===== config.mk =====
export PLATFORM = sky130hd
export DESIGN_NAME = sigmul_top
export DESIGN_NICKNAME = d
export VERILOG_FILES = /design/src/rtl/sigmul_pkg.sv /design/src/rtl/sigmul_lzc.sv /design/src/rtl/sigmul_shape.sv /design/src/rtl/sigmul_top.sv
export SDC_FILE = /design/constraint.sdc
export NUM_CORES = 1
export LEC_CHECK = 0
export BUFFER_PORTS_ARGS = -buffer_cell sky130_fd_sc_hd__buf_2
export CORE_UTILIZATION = 55
export DETAILED_ROUTE_END_ITERATION = 12
export PLACE_DENSITY = 0.79
export SETUP_SLACK_MARGIN = 0.02
export SLEW_MARGIN = 20
export SYNTH_ARGS = -nofsm -noshare
export SYNTH_HDL_FRONTEND = slang
export SYNTH_SLANG_ARGS = --single-unit

===== constraint.sdc =====
create_clock -name clk -period 12.4 [get_ports clk]
set_input_delay 2.48 -clock clk [delete_from_list [all_inputs] [get_ports clk]]
set_output_delay 2.48 -clock clk [all_outputs]
set_load 0.1 [all_outputs]

===== src/rtl/sigmul_pkg.sv =====
package sigmul_pkg;
  typedef enum logic [1:0] {
    ST_IDLE  = 2'd0,
    ST_SHAPE = 2'd1,
    ST_DONE  = 2'd2
  } sm_state_e;
endpackage


===== src/rtl/sigmul_lzc.sv =====
module sigmul_lzc #(
  parameter int W  = 8,
  parameter int CW = $clog2(W + 1)
) (
  input  logic [W-1:0]  din,
  output logic [CW-1:0] cnt
);
  // Ascending scan: the highest set bit is the last to write the count.
  always_comb begin
    cnt = CW'(W);
    for (int i = 0; i < W; i++) begin
      if (din[i]) cnt = CW'(W - 1 - i);
    end
  end
endmodule


===== src/rtl/sigmul_shape.sv =====
module sigmul_shape #(
  parameter int MW   = 16,
  parameter int EW   = 8,
  parameter int BIAS = 127
) (
  input  logic [2*MW-1:0]          prod,
  input  logic [MW-1:0]            ma,
  input  logic [MW-1:0]            mb,
  input  logic [$clog2(MW+1)-1:0]  lza,
  input  logic [$clog2(MW+1)-1:0]  lzb,
  input  logic [EW-1:0]            ea,
  input  logic [EW-1:0]            eb,
  output logic [EW-1:0]            r_exp,
  output logic [MW-1:0]            r_mant,
  output logic                     r_ovf
);
  localparam int PW  = 2 * MW;
  localparam int LZW = $clog2(MW + 1);
  localparam int PCW = $clog2(PW + 1);
  localparam int XW  = EW + $clog2(PW) + 3;
  localparam logic signed [XW-1:0] EMAX = XW'((1 << EW) - 1);

  logic [PCW-1:0]         lzp;
  logic [PW-1:0]          pnorm;
  logic [MW-1:0]          nrm;
  logic [MW-1:0]          cand;
  logic [LZW-1:0]         lmax;
  logic [LZW-1:0]         tgt;
  logic                   keep;
  logic                   zero_op;
  logic signed [XW-1:0]   e_norm;
  logic signed [XW-1:0]   e_unn;

  sigmul_lzc #(.W(PW), .CW(PCW)) u_plzc (.din(prod), .cnt(lzp));

  always_comb begin
    zero_op = (ma == '0) || (mb == '0);
    pnorm   = prod << lzp;
    nrm     = pnorm[PW-1:MW];
    lmax    = (lza > lzb) ? lza : lzb;
    cand    = nrm >> lmax;
    if (lza > lzb)      keep = (cand >= ma);
    else if (lzb > lza) keep = (cand >= mb);
    else                keep = (cand >= ma) && (cand >= mb);
    if (keep)              tgt = lmax;
    else if (lmax == '0)   tgt = '0;
    else                   tgt = lmax - LZW'(1);
    e_norm = $signed(XW'(ea) + XW'(eb) - XW'(BIAS) - XW'(lzp));
    e_unn  = e_norm + $signed(XW'(tgt));
  end

  // Priority: zero operand, true overflow, fallback, underflow, tracked result.
  always_comb begin
    r_ovf = 1'b0;
    if (zero_op) begin
      r_exp  = (ea > eb) ? ea : eb;
      r_mant = '0;
    end else if (e_norm > EMAX) begin
      r_ovf  = 1'b1;
      r_exp  = '1;
      r_mant = '1;
    end else if (e_unn > EMAX) begin
      r_exp  = e_norm[EW-1:0];
      r_mant = nrm;
    end else if (e_unn < 0) begin
      r_exp  = '0;
      r_mant = '0;
    end else begin
      r_exp  = e_unn[EW-1:0];
      r_mant = nrm >> tgt;
    end
  end
endmodule


===== src/rtl/sigmul_top.sv =====
module sigmul_top #(
  parameter int MW   = 16,
  parameter int EW   = 8,
  parameter int BIAS = 127,
  parameter int OW   = 1 + EW + MW
) (
  input  logic          clk,
  input  logic          rst_n,
  input  logic          in_valid,
  output logic          in_ready,
  input  logic [OW-1:0] in_a,
  input  logic [OW-1:0] in_b,
  output logic          out_valid,
  input  logic          out_ready,
  output logic [OW-1:0] out_res,
  output logic          out_ovf
);
  import sigmul_pkg::*;
  localparam int LZW = $clog2(MW + 1);
  localparam int PW  = 2 * MW;

  sm_state_e st;
  logic [MW-1:0]  opm [2];
  logic [LZW-1:0] opl [2];
  logic           acc;

  assign opm[0] = in_a[MW-1:0];
  assign opm[1] = in_b[MW-1:0];

  for (genvar g = 0; g < 2; g++) begin : g_oplzc
    sigmul_lzc #(.W(MW), .CW(LZW)) u_lzc (.din(opm[g]), .cnt(opl[g]));
  end

  assign in_ready  = (st == ST_IDLE);
  assign out_valid = (st == ST_DONE);
  assign acc       = in_valid && in_ready;

  logic           sgn_q;
  logic [EW-1:0]  ea_q, eb_q;
  logic [MW-1:0]  ma_q, mb_q;
  logic [LZW-1:0] lza_q, lzb_q;
  logic [PW-1:0]  prod_q;

  always_ff @(posedge clk or negedge rst_n) begin
    if (!rst_n) begin
      sgn_q  <= 1'b0;
      ea_q   <= '0;
      eb_q   <= '0;
      ma_q   <= '0;
      mb_q   <= '0;
      lza_q  <= '0;
      lzb_q  <= '0;
      prod_q <= '0;
    end else if (acc) begin
      sgn_q  <= in_a[OW-1] ^ in_b[OW-1];
      ea_q   <= in_a[MW+EW-1:MW];
      eb_q   <= in_b[MW+EW-1:MW];
      ma_q   <= opm[0];
      mb_q   <= opm[1];
      lza_q  <= opl[0];
      lzb_q  <= opl[1];
      prod_q <= PW'(opm[0]) * PW'(opm[1]);
    end
  end

  logic [EW-1:0] r_exp;
  logic [MW-1:0] r_mant;
  logic          r_ovf;

  sigmul_shape #(.MW(MW), .EW(EW), .BIAS(BIAS)) u_shape (
    .prod(prod_q), .ma(ma_q), .mb(mb_q), .lza(lza_q), .lzb(lzb_q),
    .ea(ea_q), .eb(eb_q), .r_exp(r_exp), .r_mant(r_mant), .r_ovf(r_ovf)
  );

  always_ff @(posedge clk or negedge rst_n) begin
    if (!rst_n) begin
      st      <= ST_IDLE;
      out_res <= '0;
      out_ovf <= 1'b0;
    end else begin
      unique case (st)
        ST_IDLE:  if (in_valid) st <= ST_SHAPE;
        ST_SHAPE: begin
          out_res <= {sgn_q, r_exp, r_mant};
          out_ovf <= r_ovf;
          st      <= ST_DONE;
        end
        ST_DONE:  if (out_ready) st <= ST_IDLE;
        default:  st <= ST_IDLE;
      endcase
    end
  end
endmodule


==> results.cfg <==
[routing]
vias_per_cell = 6.193
dr.pass1.iters = 5
wire_per_inst_um = 21.07
vias = 17270
wl_um = 58740
ant_nets = 0
drt_iter0_markers = 1456
drc = 0

[status]
outcome = complete, no violations

[timing]
fin_ws_ps = 963.5
fin_skew_ps = 8.105
finalSetupTns_ps = 0
hold_viol = 0
drv_slew = 0
period_needed_ps = 11440
setup_violations = 0
period_share_pct = 92.23
slew_headroom_pct = 34.78
rsz0062_at_grt = no
whs_ps = 476.1
tightest_slew_ps = 978.3
fmax_mhz = 87.44

[worst_setup_path]
worst-path-max-fanout = 26
r2r-start = prod_q[13]
rr_endpoint = out_res[1]
r2r_slack_ps = 960
cpMaxStageDelayCell = or4_1
max_stage_delay_ps = 710
startpoint_type = flop
crit_type = reg -> reg
path_common_cell = a21o_1
cp.arrival_ps = 11780
r2r_cells = 43
critical_path_required_ps = 12740
endpoint_kind = flop

[clock_network]
clkLatencyLatePin_ps = 430
clk_pin_slew_ps = 60
htree_levels = 4
cts_inserted_buffers = 17
post_cts_resized = 0
cts_buffer_depth = 2
cts_root_buf = clkbuf_16
post-cts-setup-buffer-count = 0
hold_buffers = 0
cts_num_sinks = 119
cts_tree = done

[global_routing]
grt_pass1_vias = 17650
grt_max_degree = 107
grt-ovfl-total = 0
antenna_found_initial = 0
grt_pass1_wl_um = 94100
grt_usage_pct = 33.52

[floorplanning]
fp.dieArea_mm2 = 0.03573
die_y_um = 189.0
ios = 82
rows = 68
die_w_um = 189.0
initial_core_util_pct = 55.83
fp.coreArea_mm2 = 0.03446

[finish]
drive_gt1_share_pct = 7.844
finish.utilization_pct = 58.98
final_common_cell = nand2_1
finalNetCount = 2745
antenna_cells = 0
n_fill_cell = 3049
area_growth_pct = 5.638
layout_common_cells = nand2_1, inv_1, fa_1

[logic_synthesis]
yosysWarnings = 0
synth_cells = 2350
ys_types = 88
netlist_area_mm2 = 0.01924
ys_seq_area_share_pct = 15.48
synthFlopType = dfrtp_1
synth_seq_cells = 119
synthArstFlopShare_pct = 100.0
synth_edf_count = 0
synth_fp_nets = 2775
synth.avg_cell_area_um2 = 8.187

[hold_path]
whs_endpoint = out_res[22]
whs_path_depth = 1
hp-class = reg -> reg
min_from = out_res[22]

[placed_design]
dp_slack_ps = 1284
hpwl_um = 43680
io_buffers = 81
globalplace.congestion = 0.9774

[flow_run]
drv_cap = 0
## layer usage
metal  global-route usage [%]  vias up  wire (µm)
met5                        0        -          0
met4                    16.35        0       2876
met2                    56.89      874      28080
met1                    41.47     8379      22850
li1                         -     7824          -
met3                    5.394      190       4927
## layout make-up
cell class	instances	area, µm²	area share (%)
clock buffer	20	456.7	2.247
clock inverter	12	172.7	0.8496
inverter	307	1155	5.682
multi-input combinational	1777	14460	71.13
sequential	119	2978	14.65
tap	455	569.3	2.801
timing repair buffer	98	535.5	2.635
## stage by stage
stage / cell area, µm² / std cells
4_1_cts: 20320 / 2788
3_5_place_dp: 19690 / 2756
5_1_grt: 20320 / 2788
6_report: 20320 / 2788
2_1_floorplan: 19240 / 2350
3_3_place_gp: 19690 / 2756
## synthesized netlist by cell type, drive strengths merged (4+ instances only)
| master | number | area [µm²] |
|---|---|---|
| nand2 | 339 | 1280 |
| inv | 305 | 1147 |
| fa | 197 | 3944 |
| ha | 174 | 2177 |
| o21ai | 135 | 675.7 |
| nor2 | 133 | 499.2 |
| dfrtp | 119 | 2978 |
| and2 | 103 | 644.4 |
| a21oi | 99 | 506.7 |
| clkbuf | 97 | 364.1 |
| mux2i | 80 | 804.5 |
| buf | 50 | 295.3 |
| a21o | 42 | 315.3 |
| nor3 | 38 | 195.2 |
| a211oi | 36 | 285.3 |
| nand3 | 30 | 150.1 |
| nor4 | 27 | 181.4 |
| a221oi | 26 | 264.0 |
| xnor2 | 23 | 201.4 |
| a31oi | 21 | 131.4 |
| xor2 | 21 | 183.9 |
| nor2b | 18 | 112.6 |
| o211ai | 18 | 135.1 |
| a22oi | 17 | 132.6 |
| nand2b | 17 | 106.4 |
| nand4 | 16 | 100.1 |
| o21bai | 14 | 105.1 |
| and3 | 13 | 86.33 |
| or2 | 13 | 81.33 |
| mux2 | 9 | 101.4 |
| o22ai | 9 | 56.30 |
| or4 | 9 | 71.32 |
| o31a | 8 | 70.07 |
| o31ai | 8 | 73.82 |
| a211o | 6 | 52.55 |
| or3 | 6 | 37.54 |
| a22o | 5 | 43.79 |
| nor3b | 5 | 37.54 |
| o211a | 5 | 50.05 |
| o21a | 5 | 37.54 |
| a32oi | 4 | 35.03 |
| a41oi | 4 | 35.03 |
## logic make-up after synthesis
kind of cell | after synthesis | synth area share (%)
AND/OR/NAND/NOR | 775 | 18.98
AO/OA/AOI/OAI | 495 | 17.23
buffers and inverters | 454 | 9.430
adder cells (fa/ha/maj) | 371 | 31.82
flip-flops | 119 | 15.48
multiplexers | 92 | 5.060
XOR/XNOR | 44 | 2.003
## critical path, delay by kind of cell, from the launching register on
kind,cells,cell delay [ps]
AOI/OAI and AO/OA,25,5540
adders and majority gates,2,730
and+or+nand+nor,10,3000
muxes,2,580
DFF,1,480
buffers and inverters,4,950
## state kept, by name, indices dropped and copies added, names as in the netlist
signal and cells:
st 2, eb_q 8, mb_q 16, ea_q 8, sgn_q 1, prod_q 32
lza_q 5, out_res 25, lzb_q 5, out_ovf 1, ma_q 16
## worst max-delay path by stage
stage                          start    endpoint  slack (ps)  cells after the start
after floorplan           prod_q[13]  out_res[6]        2910                     45
after global placement    prod_q[13]  out_res[1]        1370                     43
after detailed placement  prod_q[13]  out_res[1]        1280                     43
after CTS                 prod_q[13]  out_res[1]        1240                     43
after global routing      prod_q[13]  out_res[1]         240                     43
final                     prod_q[13]  out_res[1]         960                     43
Power is not shown: default switching activity piles up to over one toggle a cycle in this logic, so the estimate is an artifact.
